## config.mk

```make
export PLATFORM = sky130hd
export DESIGN_NAME = region_attr_decoder
export DESIGN_NICKNAME = d
export VERILOG_FILES = /design/src/rtl/region_attr_pkg.sv /design/src/rtl/region_cfg_reg.sv /design/src/rtl/region_classify.sv /design/src/rtl/region_attr_decoder.sv
export SDC_FILE = /design/constraint.sdc
export NUM_CORES = 1
export LEC_CHECK = 0
export BUFFER_PORTS_ARGS = -buffer_cell sky130_fd_sc_hd__buf_2
export CAP_MARGIN = 40
export CORE_ASPECT_RATIO = 0.7
export CORE_MARGIN = 8
export CORE_UTILIZATION = 40
export CTS_BUF_LIST = sky130_fd_sc_hd__clkbuf_8
export CTS_CLUSTER_DIAMETER = 200
export DETAILED_ROUTE_END_ITERATION = 7
export PLACE_DENSITY = 0.73
export SLEW_MARGIN = 20
export SYNTH_ARGS = -nofsm -noshare
export SYNTH_HDL_FRONTEND = slang
export SYNTH_SLANG_ARGS = --single-unit
```

## constraint.sdc

```tcl
create_clock -name clk -period 5 [get_ports clk]
set_input_delay 0 -clock clk [delete_from_list [all_inputs] [get_ports clk]]
set_output_delay 0 -clock clk [all_outputs]
set_load 0.03 [all_outputs]
```

## src/rtl/region_attr_pkg.sv

```systemverilog
package region_attr_pkg;

    localparam int ADDR_W    = 32;
    localparam int PAGE_SH   = 12;
    localparam int PAGE_W    = ADDR_W - PAGE_SH;
    localparam int PROP_W    = 8;
    localparam int CFG_W     = 3 * PROP_W + 2 * PAGE_W;

    localparam logic [PROP_W-1:0] PROP_MASK = 8'h3F;

    localparam logic [CFG_W-1:0] CFG_MASK =
        {PROP_MASK, {PAGE_W{1'b1}}, PROP_MASK, {PAGE_W{1'b1}}, PROP_MASK};

    localparam logic [CFG_W-1:0] CFG_RESET = 64'h01FF_FFF0_1000_0001;

    typedef enum logic [1:0] {
        REG_SYS    = 2'd0,
        REG_DEV    = 2'd1,
        REG_ROM    = 2'd2,
        REG_LEGACY = 2'd3
    } region_t;

    typedef struct packed {
        logic [PROP_W-1:0] rom_props;
        logic [PAGE_W-1:0] rom_base;
        logic [PROP_W-1:0] dev_props;
        logic [PAGE_W-1:0] sys_top;
        logic [PROP_W-1:0] sys_props;
    } cfg_t;

endpackage

```

## src/rtl/region_cfg_reg.sv

```systemverilog
module region_cfg_reg
    import region_attr_pkg::*;
(
    input  logic             clk,
    input  logic             rst_n,
    input  logic             we,
    input  logic [CFG_W-1:0] wdata,
    output cfg_t             cfg_q
);

    cfg_t cfg_d;

    always_comb begin
        cfg_d = cfg_q;
        if (we) begin
            cfg_d = cfg_t'(wdata & CFG_MASK);
        end
    end

    always_ff @(posedge clk or negedge rst_n) begin
        if (!rst_n) begin
            cfg_q <= cfg_t'(CFG_RESET);
        end else begin
            cfg_q <= cfg_d;
        end
    end

    // a written word shows up masked on the next cycle
    assert_write_lands_R2: assert property (@(posedge clk) disable iff (!rst_n)
        we |=> (cfg_q == cfg_t'($past(wdata) & CFG_MASK)));

endmodule

```

## src/rtl/region_classify.sv

```systemverilog
module region_classify
    import region_attr_pkg::*;
#(
    parameter logic [PAGE_W-1:0] LEG_LO_PAGE = 20'h000A0,
    parameter logic [PAGE_W-1:0] LEG_HI_PAGE = 20'h000FF
) (
    input  cfg_t              cfg,
    input  logic [PAGE_W-1:0] page,
    input  logic [PROP_W-1:0] legacy_props,
    output region_t           region,
    output logic [PROP_W-1:0] props
);

    logic in_rom, in_dev, in_leg;

    always_comb begin
        in_rom = (page >= cfg.rom_base);
        in_dev = (page >= cfg.sys_top);
        in_leg = (page >= LEG_LO_PAGE) && (page <= LEG_HI_PAGE);

        if (in_rom) begin
            region = REG_ROM;
            props  = cfg.rom_props;
        end else if (in_dev) begin
            region = REG_DEV;
            props  = cfg.dev_props;
        end else if (in_leg) begin
            region = REG_LEGACY;
            props  = legacy_props;
        end else begin
            region = REG_SYS;
            props  = cfg.sys_props;
        end
        props = props & PROP_MASK;
    end

endmodule

```

## src/rtl/region_attr_decoder.sv

```systemverilog
module region_attr_decoder
    import region_attr_pkg::*;
(
    input  logic        clk,
    input  logic        rst_n,
    input  logic        cfg_we,
    input  logic [63:0] cfg_wdata,
    output logic [63:0] cfg_rdata,
    input  logic        lk_valid,
    input  logic [31:0] lk_addr,
    input  logic [7:0]  legacy_props,
    output logic        res_valid,
    output logic [7:0]  res_props,
    output logic [1:0]  res_region
);

    localparam logic [PAGE_W-1:0] LEG_LO = 20'h000A0;
    localparam logic [PAGE_W-1:0] LEG_HI = 20'h000FF;

    typedef struct packed {
        logic              valid;
        region_t           region;
        logic [PROP_W-1:0] props;
    } res_t;

    cfg_t              cfg_q;
    region_t           cls_region;
    logic [PROP_W-1:0] cls_props;
    logic [PAGE_W-1:0] page;
    res_t              res_d, res_q;

    assign page = lk_addr[ADDR_W-1:PAGE_SH];

    region_cfg_reg i_cfg (
        .clk   (clk),
        .rst_n (rst_n),
        .we    (cfg_we),
        .wdata (cfg_wdata),
        .cfg_q (cfg_q)
    );

    region_classify #(
        .LEG_LO_PAGE (LEG_LO),
        .LEG_HI_PAGE (LEG_HI)
    ) i_cls (
        .cfg          (cfg_q),
        .page         (page),
        .legacy_props (legacy_props),
        .region       (cls_region),
        .props        (cls_props)
    );

    always_comb begin
        res_d = '0;
        if (lk_valid) begin
            res_d.valid  = 1'b1;
            res_d.region = cls_region;
            res_d.props  = cls_props;
        end
    end

    always_ff @(posedge clk or negedge rst_n) begin
        if (!rst_n) begin
            res_q <= '0;
        end else begin
            res_q <= res_d;
        end
    end

    assign cfg_rdata  = cfg_q;
    assign res_valid  = res_q.valid;
    assign res_props  = res_q.props;
    assign res_region = res_q.region;

    // a lookup produces a result one cycle later
    assert_result_latency_R8: assert property (@(posedge clk) disable iff (!rst_n)
        lk_valid |=> res_valid);

    // idle outputs are zero
    assert_idle_zero_R8: assert property (@(posedge clk) disable iff (!rst_n)
        !res_valid |-> (res_props == 8'h00 && res_region == 2'd0));

    // reserved property bits never leave the block
    assert_rsvd_zero_R10: assert property (@(posedge clk) disable iff (!rst_n)
        res_props[7:6] == 2'b00);

    // pages at or above the ROM base decode as ROM
    assert_rom_wins_R3: assert property (@(posedge clk) disable iff (!rst_n)
        (lk_valid && page >= cfg_q.rom_base) |=>
            (res_region == 2'd2 && res_props == $past(cfg_q.rom_props)));

    // the legacy window under the system top takes the legacy byte
    assert_legacy_window_R6: assert property (@(posedge clk) disable iff (!rst_n)
        (lk_valid && page >= LEG_LO && page <= LEG_HI &&
         page < cfg_q.sys_top && page < cfg_q.rom_base) |=>
            (res_region == 2'd3 && res_props == ($past(legacy_props) & 8'h3F)));

endmodule

```

==> qor.yml <==
status: "finished clean"
synthDistinctLibCells: 37
synth_top_area_cell: "dfrtp_1"
whs_path_depth: 4
final_hold_viol_count: 0
hp-class: "input port to flip-flop"
slew_headroom_pct: 54.3
grt_max_degree: 97
num_rows: 29
dp_hpwl_mm: 8.58
start_util_pct: 40.9
drtIter0Drc: 103
post-route-drc-count: 0
finalSetupTns_ns: 0
pwr_density_cell_nw_per_um2: 281
yosys_warnings: 0
first_global_vias: 3679
dieArea_um2: 12600
dr.pass1.iters: 4
htreeDepth: 3
cts_tree: "built"
crit_required_ns: 5.26
min_to: "res_props[3]"
setup_viol: 0
critical_path_class: "flip-flop to flip-flop"
rsz0062_at_grt: "false"
synth_edf_count: 0
critPathLaunch: "i_cfg.cfg_q[38]"
final_util_pct: 59.2
clkLatencyLatePin_ns: 0.35
post-route-min-period_ns: 2.59
fmax_ghz: 0.386
fin_nets: 726
switching_share_pct: 35.9
pwr-share-seq_pct: 42.5
synth.top_cell.area_share_pct: 29.8
synth.area.top_cells: "dfrtp_1 30%, dfstp_2 16%, ha_1 14%"
hold_start: "legacy_props[3]"
fin_ws_ns: 2.41
cts_made_buffers: 9
die_w_um: 131
clk_pin_slew_ns: 0.08
drive_gt1_share_pct: 40.5
clock-root-buffer: "clkbuf_8"
cap_viol_max_count: 0
netlist_area_um2: 3690
die_h_um: 96.4
end_kind: "flip-flop"
fillers: 822
clock_power_share_pct: 25.5
synthCells: 365
vias: 3373
crit_path_start_kind: "flip-flop"
overflow: 0
reg2reg_to: "res_props[1]"
areaGrowthSynthToFinish_pct: 44.9
grt_pass1_wl_mm: 18.6
ioPinCount: 183
synth.avg_cell_area_um2: 10.1
timing.final.crit_share_pct: 51.8
worstRegToRegCells: 9
ys_ff_latch: 67
power.leakage_nw: 2.71
path_max_fanout: 6
cts_sinks: 67
ys_seq_area_share_pct: 46.2
async_flop_share_pct: 100
antenna_found_initial: 0
rrSetupSlack_ns: 2.41
insertedDiodeCount: 0
worstReg2RegStart: "i_cfg.cfg_q[38]"
gp_congestion: 0.813
postRouteAntennaNets: 0
p_comb_share_pct: 32.0
synth_flop_cell: "dfrtp_1"
core_um2: 9030
portBuffers: 154
wl_per_cell_um: 16.7
cts_resized: 0
slew_viol_final: 0
dp_slack_ns: 2.41
cts_buffer_depth: 2
power.internal_mw: 0.965
critical_path_arrival_ns: 2.85
drt-total-wl_mm: 11.8
tightest_slew_ns: 0.683
viasPerCell: 4.77
ir_drop_mv: 0.223
clock_skew_ns: 0.0130
p_switching_mw: 0.539
grt_use_total_pct: 19.3
==> cell type report <==
cell class / count / area, um^2 / area share [%]
multi-input combinational: 240 / 1730 / 32.3
sequential: 67 / 1710 / 31.9
timing repair buffer: 217 / 1440 / 26.8
inverter: 43 / 161 / 3.02
tap: 124 / 155 / 2.90
clock buffer: 9 / 124 / 2.31
clock inverter: 7 / 40.0 / 0.748
==> through the flow <==
stage	hold slack (ns)	total power, mW	std cells	instance area [um^2]
finish	0.0720	1.50	707	5350
detailed placement	-0.0717	1.09	630	4560
global route	0.0701	1.60	707	5350
floorplan	-0.296	0.934	372	3720
CTS	0.0422	1.52	706	5320
global placement	0.152	1.07	629	4530
==> power groups by stage <==
stage,clock network (mW),logic (mW),registers (mW)
4_1_cts,0.398,0.479,0.639
3_5_place_dp,0,0.440,0.648
6_report,0.384,0.481,0.639
5_1_grt,0.423,0.525,0.647
2_1_floorplan,0,0.174,0.760
3_3_place_gp,0,0.426,0.644
==> critical path, cell delays in order, from the launching register on <==
cell	delay, ns
dfstp_2	0.53
inv_1	0.06
ha_1	0.30
nand2_1	0.05
o21ai_0	0.31
a21oi_1	0.18
o41a_1	0.49
a21oi_2	0.39
nand2_1	0.13
o211ai_2	0.07
==> cell usage after synthesis, types with 2 or more instances <==
| master | number |
|---|---|
| o21a_1 | 2 |
| nand3_1 | 3 |
| a21oi_1 | 14 |
| buf_1 | 2 |
| nor3_1 | 4 |
| nand3_2 | 6 |
| o21ai_0 | 43 |
| nor2_1 | 2 |
| nand2_1 | 60 |
| and4_1 | 3 |
| o221ai_1 | 2 |
| ha_1 | 40 |
| inv_1 | 43 |
| dfrtp_1 | 44 |
| nor2b_1 | 2 |
| a21o_1 | 3 |
| a31oi_1 | 3 |
| mux2_2 | 26 |
| buf_4 | 9 |
| o211ai_2 | 6 |
| dfstp_2 | 23 |
| clkbuf_1 | 10 |
==> worst max-delay path by stage <==
stage	endpoint	slack (ns)	cells after the start
after global placement	res_props[3]	2.48	9
after detailed placement	res_props[5]	2.41	9
after global routing	res_props[0]	2.20	9
after floorplan	res_props[1]	2.65	10
after CTS	res_props[1]	2.40	9
final	res_props[1]	2.41	9
==> cell families after synthesis <==
| group | after synthesis | share of synthesized area (%) |
|---|---|---|
| simple gates | 87 | 11.4 |
| compound gates | 79 | 13.1 |
| flops | 67 | 46.2 |
| buf+inv | 65 | 7.72 |
| fa+ha+maj | 40 | 13.6 |
| mux | 26 | 7.93 |
| other cells | 1 | 0.102 |
==> layer usage <==
layer  GRT usage, %  up-vias  wire, um
met2           32.2      118      5620
met4           6.37        0       204
met1           23.2     1584      5130
met3           6.36       15       869
li1               -     1656         -
met5              0        -         0
==> sequential cells by signal, indices dropped and copies added, names as in the netlist <==
register and count:
i_cfg.cfg_q 58, res_props 6, res_region 2, res_valid 1
==> what timing repair did <==
action / in CTS / in global routing
setup buffers: 0 / 0
endpoints found under the hold margin: 120 / 0
hold buffers: 60 / 0
==> placed cells by master (no fill, tap or decap), drive strengths merged <==
master,count
ha,40
dfrtp,44
dlygate4sd3,60
and3,1
or2,1
clkbuf,9
clkinv,2
o221ai,2
nor3,5
o211ai,6
o21ai,44
a211oi,1
mux2,26
nor2,2
a221oi,1
nand2b,1
dfstp,23
nand4,1
nor4b,1
nand3,9
and4,3
nor4,1
buf,157
conb,8
clkinvlp,3
nor2b,2
a211o,1
o21a,2
inv,45
a21oi,15
a31oi,3
a21o,3
o41a,1
nand2,60
Note: power is estimated with default switching activity, not from simulation.
